### src/rtl/pxpk_pkg.sv
package pxpk_pkg;

    typedef enum logic [2:0] {
        ST_RED   = 3'd0,
        ST_GREEN = 3'd1,
        ST_BLUE  = 3'd2,
        ST_FULL  = 3'd3,
        ST_SHOW  = 3'd4
    } pk_state_t;

endpackage

### src/rtl/pxpk_ctrl.sv
module pxpk_ctrl
    import pxpk_pkg::*;
(
    input  logic      clk,
    input  logic      rst_n,
    input  logic      byte_vld,
    input  logic      disp_sw,
    input  logic      last_pix,
    output pk_state_t state,
    output logic      take_red,
    output logic      take_green,
    output logic      commit,
    output logic      restart
);

    pk_state_t nxt;

    always_ff @(posedge clk or negedge rst_n) begin
        if (!rst_n) state <= ST_RED;
        else        state <= nxt;
    end

    always_comb begin
        nxt        = state;
        take_red   = 1'b0;
        take_green = 1'b0;
        commit     = 1'b0;
        restart    = 1'b0;
        if (disp_sw) begin
            nxt = ST_SHOW;
        end else begin
            unique case (state)
                ST_SHOW: begin
                    restart = 1'b1;
                    nxt     = ST_RED;
                end
                ST_RED: if (byte_vld) begin
                    take_red = 1'b1;
                    nxt      = ST_GREEN;
                end
                ST_GREEN: if (byte_vld) begin
                    take_green = 1'b1;
                    nxt        = ST_BLUE;
                end
                ST_BLUE: if (byte_vld) begin
                    commit = 1'b1;
                    nxt    = last_pix ? ST_FULL : ST_RED;
                end
                ST_FULL: nxt = ST_FULL;
                default: nxt = ST_RED;
            endcase
        end
    end


    restart_to_red_chk: assert property (@(posedge clk) disable iff (!rst_n)
        (state == ST_SHOW && !disp_sw) |=> (state == ST_RED));


    idle_hold_chk: assert property (@(posedge clk) disable iff (!rst_n)
        (!byte_vld && !disp_sw && state != ST_SHOW) |=> $stable(state));


    show_entry_chk: assert property (@(posedge clk) disable iff (!rst_n)
        disp_sw |=> (state == ST_SHOW));

endmodule

### src/rtl/pxpk_nibble_reg.sv
module pxpk_nibble_reg #(
    parameter int BYTE_W = 8,
    parameter int NIB_W  = 4
) (
    input  logic               clk,
    input  logic               rst_n,
    input  logic               take_red,
    input  logic               take_green,
    input  logic [BYTE_W-1:0]  byte_dat,
    output logic [3*NIB_W-1:0] pixel
);

    localparam int TOP = BYTE_W - 1;

    logic [NIB_W-1:0] red_q;
    logic [NIB_W-1:0] grn_q;
    logic [NIB_W-1:0] cur_nib;

    assign cur_nib = byte_dat[TOP -: NIB_W];

    always_ff @(posedge clk or negedge rst_n) begin
        if (!rst_n) begin
            red_q <= '0;
            grn_q <= '0;
        end else begin
            if (take_red)   red_q <= cur_nib;
            if (take_green) grn_q <= cur_nib;
        end
    end

    assign pixel = {red_q, grn_q, cur_nib};


    red_hold_chk: assert property (@(posedge clk) disable iff (!rst_n)
        take_green |=> $stable(red_q));

endmodule

### src/rtl/pxpk_addr_gen.sv
module pxpk_addr_gen #(
    parameter int FRAME_PIXELS = 76800,
    parameter int ADDR_W       = 17
) (
    input  logic              clk,
    input  logic              rst_n,
    input  logic              commit,
    input  logic              restart,
    output logic [ADDR_W-1:0] cnt,
    output logic              last_pix,
    output logic              done
);

    localparam logic [ADDR_W-1:0] LAST_A = ADDR_W'(FRAME_PIXELS - 1);

    assign last_pix = (cnt == LAST_A);

    always_ff @(posedge clk or negedge rst_n) begin
        if (!rst_n) begin
            cnt  <= '0;
            done <= 1'b0;
        end else if (restart) begin
            cnt  <= '0;
            done <= 1'b0;
        end else if (commit) begin
            if (last_pix) done <= 1'b1;
            else          cnt  <= cnt + 1'b1;
        end
    end


    addr_step_chk: assert property (@(posedge clk) disable iff (!rst_n)
        (commit && !last_pix && !restart) |=> (cnt == $past(cnt) + 1'b1));


    addr_bound_chk: assert property (@(posedge clk) disable iff (!rst_n)
        cnt <= LAST_A);


    done_hold_chk: assert property (@(posedge clk) disable iff (!rst_n)
        (done && !restart) |=> done);

endmodule

### src/rtl/pixel_packer.sv
module pixel_packer
    import pxpk_pkg::*;
#(
    parameter int FRAME_PIXELS = 76800,
    parameter int ADDR_W       = 17,
    parameter int BYTE_W       = 8,
    parameter int NIB_W        = 4
) (
    input  logic               clk,
    input  logic               rst_n,
    input  logic               byte_vld,
    input  logic [BYTE_W-1:0]  byte_dat,
    input  logic               disp_sw,
    output logic               wr_en,
    output logic [ADDR_W-1:0]  wr_addr,
    output logic [3*NIB_W-1:0] wr_data,
    output logic               frame_done
);

    localparam int PIX_W = 3 * NIB_W;

    pk_state_t         state;
    logic              take_red, take_green, commit, restart, last_pix;
    logic [ADDR_W-1:0] cnt;
    logic [PIX_W-1:0]  pixel;

    pxpk_ctrl u_ctrl (
        .clk        (clk),
        .rst_n      (rst_n),
        .byte_vld   (byte_vld),
        .disp_sw    (disp_sw),
        .last_pix   (last_pix),
        .state      (state),
        .take_red   (take_red),
        .take_green (take_green),
        .commit     (commit),
        .restart    (restart)
    );

    pxpk_nibble_reg #(.BYTE_W(BYTE_W), .NIB_W(NIB_W)) u_nib (
        .clk        (clk),
        .rst_n      (rst_n),
        .take_red   (take_red),
        .take_green (take_green),
        .byte_dat   (byte_dat),
        .pixel      (pixel)
    );

    pxpk_addr_gen #(.FRAME_PIXELS(FRAME_PIXELS), .ADDR_W(ADDR_W)) u_addr (
        .clk      (clk),
        .rst_n    (rst_n),
        .commit   (commit),
        .restart  (restart),
        .cnt      (cnt),
        .last_pix (last_pix),
        .done     (frame_done)
    );

    always_ff @(posedge clk or negedge rst_n) begin
        if (!rst_n) begin
            wr_en   <= 1'b0;
            wr_addr <= '0;
            wr_data <= '0;
        end else begin
            wr_en <= commit;
            if (commit) begin
                wr_addr <= cnt;
                wr_data <= pixel;
            end
        end
    end


    wr_pulse_once_chk: assert property (@(posedge clk) disable iff (!rst_n)
        wr_en |=> !wr_en);


    show_mode_no_write_chk: assert property (@(posedge clk) disable iff (!rst_n)
        disp_sw |=> !wr_en);


    no_write_after_done_chk: assert property (@(posedge clk) disable iff (!rst_n)
        frame_done |=> !wr_en);


    done_with_last_chk: assert property (@(posedge clk) disable iff (!rst_n)
        $rose(frame_done) |-> (wr_en && wr_addr == ADDR_W'(FRAME_PIXELS - 1)));

endmodule

### config.mk
export PLATFORM = sky130hd
export DESIGN_NAME = pixel_packer
export DESIGN_NICKNAME = d
export VERILOG_FILES = /design/src/rtl/pxpk_pkg.sv /design/src/rtl/pxpk_ctrl.sv /design/src/rtl/pxpk_nibble_reg.sv /design/src/rtl/pxpk_addr_gen.sv /design/src/rtl/pixel_packer.sv
export SDC_FILE = /design/constraint.sdc
export NUM_CORES = 1
export LEC_CHECK = 0
export ABC_AREA = 1
export BUFFER_PORTS_ARGS = -buffer_cell sky130_fd_sc_hd__buf_2
export CAP_MARGIN = 20
export CORE_MARGIN = 5
export CORE_UTILIZATION = 60
export DETAILED_ROUTE_END_ITERATION = 8
export GPL_ROUTABILITY_DRIVEN = 0
export GPL_TIMING_DRIVEN = 0
export PLACE_DENSITY = 0.83
export SYNTH_ARGS = -nofsm -noshare
export SYNTH_HDL_FRONTEND = slang
export SYNTH_SLANG_ARGS = --single-unit
### constraint.sdc
create_clock -name clk -period 2.5 [get_ports clk]
set_clock_uncertainty 0.05 [all_clocks]
set_input_delay 0.125 -clock clk [delete_from_list [all_inputs] [get_ports clk]]
set_output_delay 0.125 -clock clk [all_outputs]
set_load 0.1 [all_outputs]
==> impl_metrics.csv, run 1 <==
group,metric,value,unit
sta,worst_pin_slew,522.1,ps
cells_and_area,fin_area,3209,um2
cts,clk_pin_slew,70,ps
cells_and_area,drive_gt1_frac,0.1747,
cts,clock-sinks,59,
sta,fin_crit,1868,ps
global_routing,grt.overflow.total,0,
setup_path,start_kind,"flip-flop",
route,viasPerCell,5.329,
route,drc_errors,0,
cells_and_area,n_antenna_cell,0,
floorplanning,die-area,5978,um2
sta,fin_setup_tns,0,ps
cts,cts_buffer_depth,2,
yosys,yosys_warnings,0,
cts,cts_hold_buf,2,
cells_and_area,layout_commonest_cell,"nand2_1",
pwr,p_comb_frac,0.052,
floorplanning,core-area,4384,um2
route,drt_wl_total,6016,um
cts,cts_root_buffer,"clkbuf_8",
global_routing,antenna_found_initial,0,
route,drtAntennaViolNets,0,
sta,timing.final.crit_share,0.7470,
yosys,synth_fp_nets,351,
route,first_pass_iters,4,
pwr,p_leak,1.730,nW
yosys,synth-xor-area-share,0.01933,
global_routing,grt_pass1_wl,10400,um
yosys,syn_area,2719,um2
cells_and_area,layout.nets,403,
setup_path,critPathArrivalTime,2090,ps
cts,clk-insertion-delay-late,340,ps
sta,final-max-slew-violation-count,0,
pwr,p_int,1.494,mW
sta,holdWs,23.56,ps
global_routing,track_usage,0.2165,
place,dp_hpwl,4293,um
floorplanning,initial_utilization,0.6201,
pwr,ir_worst_vdd,0.4144,mV
setup_path,crit_required,2720,ps
yosys,synthSimpleGateAreaFrac,0.3116,
setup_path,r2r_slack,630,ps
route,num_vias,2382,
worst_hold_path,hp-class,"primary input to flip-flop",
floorplanning,row_count,24,
cts,htree_levels,3,
floorplanning,die_w,77.32,um
route,routedWlPerCell,13.46,um
yosys,synth_top_family_by_area,"simple AND/OR/NAND/NOR gates",
yosys,synth_adder_area_share,0.004602,
pwr,netSwitchingFraction,0.2338,
place,place_area,2994,um2
route,dr.max_layer_used,"met4",
yosys,yosysSeqAreaShare,0.5430,
sta,rsz0062_at_grt,"false",
yosys,ys_seq_elements,59,
cts,post_cts_buffers,0,
pwr,power_density,607.4,nW/um2
pwr,seqPwrFrac,0.511,
route,drt_iter0_drc,157,
route,dr_wl_met3,409,um
cells_and_area,areaGrowthSynthToFinish,18.04,%
cts,tritoncts,"done",
floorplanning,die-height,77.32,um
yosys,syn_avg_cell_area,8.044,um2
cts,cts_resized,0,
route,wl_met2,2733,um
global_routing,grt_max_degree,43,
floorplanning,ios,43,
cells_and_area,mostFrequentLayoutCells,"nand2_1, dfrtp_1, buf_2",
sta,setup_violations,0,
global_routing,grt_pass1_vias,2274,
setup_path,worst-path-max-fanout,10,
setup_path,cp-end-kind,"flip-flop",
yosys,yosys-mux-area-fraction,0,
pwr,pwr-share-clk,0.437,
sta,hold_viol_final,0,
pwr,p_sw,0.4558,mW
yosys,synth-compound-area-share,0.06213,
yosys,ys_types,25,
setup_path,worstSetupPathType,"flip-flop to flip-flop",
sta,slew_headroom,0.6519,
place,port_buffers,38,
sta,fmax,0.5355,GHz
status,outcome,"complete, no violations",
job,drv_cap,0,
yosys,syn_inst,338,
route,drt-met1-wl,2735,um
cts,cts_buffers,9,
metal layers:
| layer | vias to the layer above | track usage |
|---|---|---|
| met5 | - | 0 |
| met4 | 0 | 0.09794 |
| met1 | 1111 | 0.2945 |
| met3 | 16 | 0.04215 |
| met2 | 81 | 0.3367 |
| li1 | 1174 | - |
power groups by stage:
| stage | Combinational [mW] | Sequential, mW | Clock [mW] |
|---|---|---|---|
| floorplan | 0.0389 | 1.03 | 0 |
| global placement | 0.0930 | 1.01 | 0 |
| CTS | 0.102 | 0.996 | 0.859 |
| detailed placement | 0.0997 | 1.01 | 0 |
| global route | 0.114 | 0.998 | 0.911 |
| finish | 0.101 | 0.997 | 0.852 |
worst paths after layout:
kind,startpoint,end,depth (start not counted)
min in group asynchronous,rst_n,u_ctrl.state[2]$_DFFE_PN0P_,2
worst max-delay path,u_addr.cnt[0]$_DFFE_PN0P_,u_addr.cnt[12]$_DFFE_PN0P_,12
max in group asynchronous,rst_n,u_addr.cnt[2]$_DFFE_PN0P_,3
worst max register to register,u_addr.cnt[0]$_DFFE_PN0P_,u_addr.cnt[12]$_DFFE_PN0P_,12
worst min-delay path,byte_dat[4],wr_data[0]$_DFFE_PN0P_,3
worst min register to register,wr_addr[4]$_DFFE_PN0P_,wr_addr[4]$_DFFE_PN0P_,2
per-stage QoR:
stage,std cells,util,worst slack [ps],power (mW)
floorplan,338,-,927.9,1.067
global placement,428,0.6784,691.4,1.104
detailed placement,429,0.6829,648.9,1.113
CTS,447,0.7320,628.3,1.957
global route,447,0.7320,454.2,2.023
finish,447,0.7320,632.5,1.949
registers in the layout, summed over array words and instances (netlist names):
name,count
u_addr.cnt,17
u_addr.done,1
u_ctrl.state,3
u_nib.grn_q,4
u_nib.red_q,4
wr_addr,17
wr_data,12
wr_en,1
kinds of logic (layout without fill, tap and decap cells):
logic type | count (synthesis) | in the layout
and+or+nand+nor | 201 | 201
DFF | 59 | 59
buffers and inverters | 39 | 96
AOI/OAI and AO/OA | 32 | 32
xor gates and xnor gates | 6 | 6
adders and majority gates | 1 | 1
synth_stat cells (all sizes together):
cell    instances  area share
inv            28       0.040
or2             1      0.0023
dfrtp          59        0.54
clkbuf          6      0.0083
o21ai          28       0.052
ha              1      0.0046
nor3            3      0.0074
xor2            6       0.019
nor2           26       0.040
nand4          14       0.032
a21oi           2      0.0051
nand3          17       0.031
o21a            1      0.0028
buf             5       0.012
a211oi          1      0.0028
nand2         140        0.20
worst max-delay path, cell delays in order (launching register included):
cell and delay, ps:
dfrtp_1 410, ha_1 240, inv_1 70, nor2_2 180, nand2_2 90, nor2_4 130
nand2_2 90, nand2_2 80, nand2_4 90, inv_4 100, buf_6 140, nand2_1 60
nand2_1 70
final cells by class:
type / count / area (um2)
plain buffers: 11 / 53.80
clock buffers: 12 / 145.1
clock inverters: 4 / 50.05
fillers: 350 / 1175
inverters: 28 / 107.6
multi-input cells: 240 / 1081
flip-flops and latches: 59 / 1476
well taps: 52 / 65.06
repair buffers: 41 / 230.2
No activity file was read; power rests on OpenSTA's default activity.
==> run 2: changes to the inputs <==
--- a/config.mk
+++ b/config.mk
@@ -5,15 +5,15 @@
 export SDC_FILE = /design/constraint.sdc
 export NUM_CORES = 1
 export LEC_CHECK = 0
-export ABC_AREA = 1
+export ABC_AREA = 0
 export BUFFER_PORTS_ARGS = -buffer_cell sky130_fd_sc_hd__buf_2
 export CAP_MARGIN = 20
 export CORE_MARGIN = 5
-export CORE_UTILIZATION = 60
+export CORE_UTILIZATION = 50
 export DETAILED_ROUTE_END_ITERATION = 8
 export GPL_ROUTABILITY_DRIVEN = 0
 export GPL_TIMING_DRIVEN = 0
-export PLACE_DENSITY = 0.83
+export PLACE_DENSITY = 0.74
 export SYNTH_ARGS = -nofsm -noshare
 export SYNTH_HDL_FRONTEND = slang
 export SYNTH_SLANG_ARGS = --single-unit
==> constraint.sdc (replaced) <==
create_clock -name clk -period 1.7 [get_ports clk]
set_clock_uncertainty 0.05 [all_clocks]
set_input_delay 0.085 -clock clk [delete_from_list [all_inputs] [get_ports clk]]
set_output_delay 0.085 -clock clk [all_outputs]
set_load 0.1 [all_outputs]
==> run 2 against run 1 <==
Compared with the run above:
- the run now ends with setup timing left
- sequential share of layout area down 5.1 points
- die area rose by 16%
- worst setup slack lost 710 ps
- area after synthesis is 1.5% lower
- critical path type unchanged
- critical endpoint is now u_addr.cnt[5]$_DFFE_PN0P_
==> impl_metrics.csv, run 2 <==
group,metric,value,unit
status,outcome,"finished, violations left",
status,violations,"setup timing",
route,drtAntennaViolNets,0,
cells_and_area,drive_gt1_frac,0.3697,
sta,rsz0062_at_grt,"true",
cts,cts_root_buffer,"clkbuf_8",
yosys,syn_area,2679,um2
yosys,ys_types,42,
yosys,synth-xor-area-share,0,
setup_path,cp_top_family,"simple AND/OR/NAND/NOR gates",
place,dp_slack,-275.3,ps
floorplanning,ios,43,
floorplanning,row_count,26,
yosys,async_flop_share,1.000,
cells_and_area,finalNonFillerCells,427,
route,routedWlPerCell,16.39,um
yosys,synth_top_family_by_area,"simple AND/OR/NAND/NOR gates",
yosys,yosysMostFrequentCell,"nand2_1",
yosys,syn_avg_cell_area,9.922,um2
sta,hold_viol_final,0,
sta,setup_violations,14,
yosys,yosysTopAreaCellShare,0.5511,
sta,final-max-slew-violation-count,0,
floorplanning,die-height,83.20,um
setup_path,endpoint,"u_addr.cnt[5]$_DFFE_PN0P_",
cts,cts_buffers,9,
setup_path,r2r-end,"u_addr.cnt[5]$_DFFE_PN0P_",
place,place_area,2977,um2
pwr,power_density,891.2,nW/um2
sta,worst_pin_slew,608.0,ps
cts,htree_levels,3,
yosys,synth-compound-area-share,0.08034,
cts,cts_buffer_depth,2,
sta,fmax,0.5615,GHz
global_routing,antenna_found_initial,0,
place,port_buffers,38,
route,first_pass_iters,4,
floorplanning,die_w,83.20,um
cts,clk_pin_slew,70,ps
sta,timing.final.crit_share,1.048,
cells_and_area,fin_area,3620,um2
yosys,yosys.area.top_type,"dfrtp_1",
setup_path,crit_required,1870,ps
setup_path,slowest_stage,"dfrtp_1",
yosys,synth_edf_count,0,
global_routing,grt.overflow.total,0,
yosys,synth_adder_area_share,0.004671,
cts,tritoncts,"done",
global_routing,grt_max_degree,35,
setup_path,cp-end-kind,"flip-flop",
job,drv_cap,0,
global_routing,track_usage,0.2016,
sta,slew_headroom,0.5947,
route,num_vias,2358,
worst_hold_path,hp-class,"primary input to flip-flop",
setup_path,r2r_slack,-80,ps
yosys,synth_common_cells,"nand2_1, dfrtp_1, mux2i_1",
sta,timing.final.ws_setup,-80.89,ps
setup_path,start_kind,"flip-flop",
sta,fin_crit,1781,ps
setup_path,crit_chain,"nand4bb_1, nor4_4, buf_4, a2111o_1, o21ai_1",
cells_and_area,areaGrowthSynthToFinish,35.12,%
floorplanning,core-area,5140,um2
yosys,yosys_warnings,0,
setup_path,worst-path-stages,5,
route,drc_errors,0,
setup_path,cp-startpoint,"u_addr.cnt[14]$_DFFE_PN0P_",
setup_path,cpPeakStageDelay,440,ps
pwr,p_leak,1.823,nW
cells_and_area,n_antenna_cell,0,
cells_and_area,mostFrequentLayoutCells,"nand2_1, dfrtp_1, buf_2",
yosys,ys_seq_elements,59,
setup_path,worst-path-max-fanout,6,
yosys,synth_flop_cell,"dfrtp_1",
cells_and_area,layout.nets,365,
yosys,yosys-mux-area-fraction,0.06726,
yosys,synthTopCellsByArea,"dfrtp_1, nand2_1, mux2i_1, mux2_2, nand2b_1",
place,dp_hpwl,3984,um
yosys,synthSimpleGateAreaFrac,0.2662,
setup_path,crit_buf_inv,1,
cts,clk-insertion-delay-late,350,ps
setup_path,ff2ff_path_depth,5,
yosys,synth_fp_nets,283,
setup_path,critPathArrivalTime,1960,ps
floorplanning,die-area,6921,um2
cells_and_area,largestRegisters,"u_addr.cnt: 17 flops, wr_addr: 17 flops, wr_data: 12 flops",
place,place_inst,379,
floorplanning,initial_utilization,0.5212,
setup_path,timing.rr.start,"u_addr.cnt[14]$_DFFE_PN0P_",
cts,clock-sinks,59,
pwr,ir_worst_vdd,0.6684,mV
route,drt_wl_total,6997,um
route,viasPerCell,5.522,
global_routing,grt_pass1_vias,2316,
yosys,syn_inst,270,
setup_path,worstSetupPathType,"flip-flop to flip-flop",
cells_and_area,final_util,0.7042,
route,drt_iter0_drc,167,
global_routing,grt_pass1_wl,11220,um
yosys,yosysSeqAreaShare,0.5511,
sta,fin_setup_tns,-568.8,ps
cells_and_area,layout_commonest_cell,"nand2_1",
-- run 2: cell types whose count changed after synthesis, moves of 6 or more --
cell	delta
a21oi_1	+7
inv_1	-21
mux2_2	+8
mux2i_1	+9
nand2_1	-39
nand2b_1	+7
nand3_1	-9
nand4_1	-10
nor2_1	-21
o21ai_0	-20
xor2_1	-6
-- run 2: report_power, final --
| part | leakage (nW) | total (mW) | switching, mW | internal (mW) |
|---|---|---|---|---|
| registers | 0.802 | 1.50 | 0.0328 | 1.46 |
| clock network | 0.101 | 1.42 | 0.597 | 0.818 |
| logic | 0.920 | 0.315 | 0.215 | 0.0999 |
| total | 1.82 | 3.23 | 0.844 | 2.38 |
-- run 2: cell families (layout without fill, tap and decap cells) --
family                     after synthesis  count (layout)
muxes                                   17              17
buffers and inverters                   17             104
AOI/OAI and AO/OA                       32              32
and+or+nand+nor                        144             144
DFF                                     59              59
adders and majority gates                1               1
-- run 2: worst register-to-register path: stages (launching register included) --
cell and delay [ps]:
dfrtp_1 440, nand4bb_1 350, nor4_4 390, buf_4 190, a2111o_1 150, o21ai_1 80
-- run 2: metal layers --
metal / part of all wire / up-vias / wire length, um / global-route usage
li1: - / 1099 / - / -
met1: 0.42 / 1157 / 2957 / 0.2571
met2: 0.49 / 82 / 3399 / 0.3236
met3: 0.064 / 20 / 447 / 0.05347
met4: 0.027 / 0 / 192 / 0.08618
met5: 0 / - / 0 / 0
-- run 2: timing repair --
item / in CTS / in global routing
hold endpoints to repair: 38 / 0
buffers inserted: 17 / 8
pin swaps: 9 / 11
gates cloned: 1 / 0
hold buffers: 6 / 0
gates resized for setup: 20 / 25
setup endpoints to repair: 50 / 53
-- run 2: area by class of cell --
cell class / instances / area, um2
clock inverters: 7 / 92.59
clock buffers: 9 / 123.9
multi-input cells: 194 / 1255
inverters: 5 / 18.77
well taps: 70 / 87.58
flip-flops and latches: 59 / 1480
plain buffers: 12 / 80.08
repair buffers: 71 / 481.7
fillers: 398 / 1520
-- run 2: per-stage QoR --
step	power [mW]	hold slack, ps
2_1_floorplan	1.710	-260.6
3_3_place_gp	1.785	259.0
3_5_place_dp	1.801	83.20
4_1_cts	3.217	36.46
5_1_grt	3.333	93.29
6_report	3.226	71.84
-- run 2: worst min-delay path by stage --
| stage | from | endpoint | cells after the start | slack, ps |
|---|---|---|---|---|
| finish | byte_vld | u_ctrl.state[1]$_DFFE_PN0P_ | 3 | 70 |
| global route | byte_vld | u_ctrl.state[1]$_DFFE_PN0P_ | 3 | 90 |
| CTS | byte_vld | u_ctrl.state[0]$_DFFE_PN0P_ | 3 | 40 |
| detailed placement | rst_n | wr_addr[4]$_DFFE_PN0P_ | 1 | 80 |
| global placement | byte_dat[7] | wr_data[3]$_DFFE_PN0P_ | 3 | 260 |
| floorplan | rst_n | u_addr.cnt[0]$_DFFE_PN0P_ | 0 | -260 |
==> run 3: changes to the inputs <==
--- a/config.mk
+++ b/config.mk
@@ -14,6 +14,7 @@
 export GPL_ROUTABILITY_DRIVEN = 0
 export GPL_TIMING_DRIVEN = 0
 export PLACE_DENSITY = 0.74
+export REMOVE_ABC_BUFFERS = 1
 export SYNTH_ARGS = -nofsm -noshare
 export SYNTH_HDL_FRONTEND = slang
 export SYNTH_SLANG_ARGS = --single-unit
==> run 3 against run 2 <==
Compared with the run above:
- the flow now finishes without violations
- clock power decreased by 11%
- cell count decreased by 1.4%
- combinational power about the same
- critical path type unchanged
- non-clock buffer count decreased by 8
- total power decreased by 4.6%
- sequential power about the same
- die area unchanged
==> impl_metrics.csv, run 3 (same netlist as run 2, synthesis figures left out) <==
group,metric,value,unit
status,outcome,"complete, no violations",
floorplanning,die_w,83.20,um
cts,cts_buffers,9,
global_routing,grt_pass1_vias,2219,
floorplanning,row_count,26,
pwr,seqPwrFrac,0.486,
sta,rsz0062_at_grt,"true",
cells_and_area,mostFrequentLayoutCells,"nand2_1, dfrtp_1, buf_2",
global_routing,grt_max_degree,39,
route,drtAntennaViolNets,0,
cts,htree_levels,3,
pwr,p_int,2.274,mW
sta,worst_pin_slew,574.8,ps
cts,clk-insertion-delay-late,340,ps
sta,timing.final.ws_setup,10.36,ps
route,drc_errors,0,
setup_path,r2r_slack,10,ps
cells_and_area,seqCellArea,1481,um2
worst_hold_path,hold_depth,3,
global_routing,grt_pass1_wl,10450,um
cts,clk_pin_slew,70,ps
sta,final-max-slew-violation-count,0,
setup_path,worstSetupPathType,"flip-flop to flip-flop",
cells_and_area,layout_commonest_cell,"nand2_1",
sta,setup_violations,0,
pwr,ir_worst_vdd,0.6306,mV
floorplanning,core-area,5140,um2
place,place_inst,367,
global_routing,track_usage,0.1861,
sta,fin_crit,1690,ps
floorplanning,ios,43,
sta,timing.final.crit_share,0.9939,
pwr,p_leak,1.776,nW
setup_path,critPathArrivalTime,1850,ps
cts,clock-sinks,59,
global_routing,grt.overflow.total,0,
cells_and_area,layout.nets,359,
sta,slew_headroom,0.6168,
cells_and_area,drive_gt1_frac,0.3533,
place,dp_slack,-1141,ps
global_routing,antenna_found_initial,0,
pwr,pwr-share-clk,0.412,
place,dp_hpwl,3392,um
route,routedWlPerCell,15.43,um
setup_path,worst-path-max-fanout,8,
worst_hold_path,hp-class,"primary input to flip-flop",
cts,tritoncts,"done",
setup_path,crit_required,1860,ps
sta,fmax,0.5918,GHz
cells_and_area,fin_area,3550,um2
sta,hold_viol_final,0,
cells_and_area,n_fill_cell,407,
place,port_buffers,38,
cells_and_area,areaGrowthSynthToFinish,32.51,%
route,first_pass_iters,5,
pwr,p_sw,0.8044,mW
cells_and_area,largestRegisters,"u_addr.cnt: 17 flops, wr_addr: 17 flops, wr_data: 12 flops",
cells_and_area,n_antenna_cell,0,
route,drt_iter0_drc,208,
cts,cts_root_buffer,"clkbuf_8",
setup_path,start_kind,"flip-flop",
cells_and_area,multi_input_area,1245,um2
setup_path,ff2ff_path_depth,6,
floorplanning,die-height,83.20,um
pwr,power_density,867.3,nW/um2
route,num_vias,2258,
route,viasPerCell,5.363,
floorplanning,die-area,6921,um2
route,drt_wl_total,6496,um
cts,cts_buffer_depth,2,
place,place_area,2914,um2
floorplanning,initial_utilization,0.5212,
cells_and_area,finalNonFillerCells,421,
pwr,netSwitchingFraction,0.2613,
pwr,p_comb_frac,0.102,
job,drv_cap,0,
setup_path,cp-end-kind,"flip-flop",
sta,holdWs,86.10,ps
[run 3: cell count changes in the layout (fill, tap and decap cells not counted), moves of 2 or more]
cell,before,now
buf_6,3,1
clkbuf_1,4,1
a21oi_2,6,4
a21oi_1,3,5
nor4_2,3,1
clkbuf_4,2,0
nor4_1,0,2
a211oi_1,0,2
a211oi_2,3,1
[run 3: stage by stage]
| step | setup TNS [ps] | util | power, mW |
|---|---|---|---|
| 5_1_grt | -549.1 | 0.6906 | 3.207 |
| 3_3_place_gp | -31290 | 0.5630 | 1.780 |
| 3_5_place_dp | -32650 | 0.5669 | 1.792 |
| 4_1_cts | -25.39 | 0.6517 | 3.070 |
| 2_1_floorplan | -8904 | - | 1.707 |
| 6_report | 0 | 0.6906 | 3.079 |
[run 3: final timing paths]
kind                                             start                           to
hold / removal                                byte_vld  u_ctrl.state[0]$_DFFE_PN0P_
setup / recovery           u_ctrl.state[0]$_DFFE_PN0P_   u_addr.cnt[16]$_DFFE_PN0P_
min in group asynchronous                        rst_n       wr_addr[0]$_DFFE_PN0P_
hold reg to reg                wr_addr[16]$_DFFE_PN0P_      wr_addr[16]$_DFFE_PN0P_
setup reg to reg           u_ctrl.state[0]$_DFFE_PN0P_   u_addr.cnt[16]$_DFFE_PN0P_
max in group asynchronous                        rst_n    u_addr.cnt[7]$_DFFE_PN0P_
[run 3: power by group through the flow]
stage,combinational [mW],sequential (mW),clock (mW)
after global placement,0.260,1.52,0
after detailed placement,0.270,1.52,0
after CTS,0.296,1.50,1.28
after global routing,0.338,1.50,1.37
final,0.314,1.50,1.27
after floorplan,0.0775,1.63,0
[run 3: worst max-delay path, cell delays in order, from the launching register on]
cell,delay [ps]
dfrtp_2,450
nor3_4,230
buf_12,160
nand4_4,120
buf_4,160
o31ai_1,310
a21oi_2,90
[run 3: repair_timing]
action                                  CTS  global route
cloned                                    1             2
endpoints found under the setup margin   54            32
pin swaps                                 4             8
endpoints found under the hold margin    36             0
hold buffers                              6             0
buffers inserted                         16            13
resized for setup                        11            23
[run 3: final cells by class]
type                       count  area share
clock buffer                  11     0.03983
clock inverter                 5     0.01480
inverter                       5    0.006345
multi-input combinational    195      0.3507
sequential                    59      0.4173
tap                           70     0.02467
timing repair buffer          75      0.1442
timing repair inverter         1    0.002115
[run 3: routing by layer]
metal / up-vias / part of all wire / GRT usage
met1: 1094 / 0.45 / 0.2380
met3: 9 / 0.047 / 0.05842
met4: 0 / 0.016 / 0.06984
met5: - / 0 / 0
met2: 67 / 0.49 / 0.2959
li1: 1088 / - / -
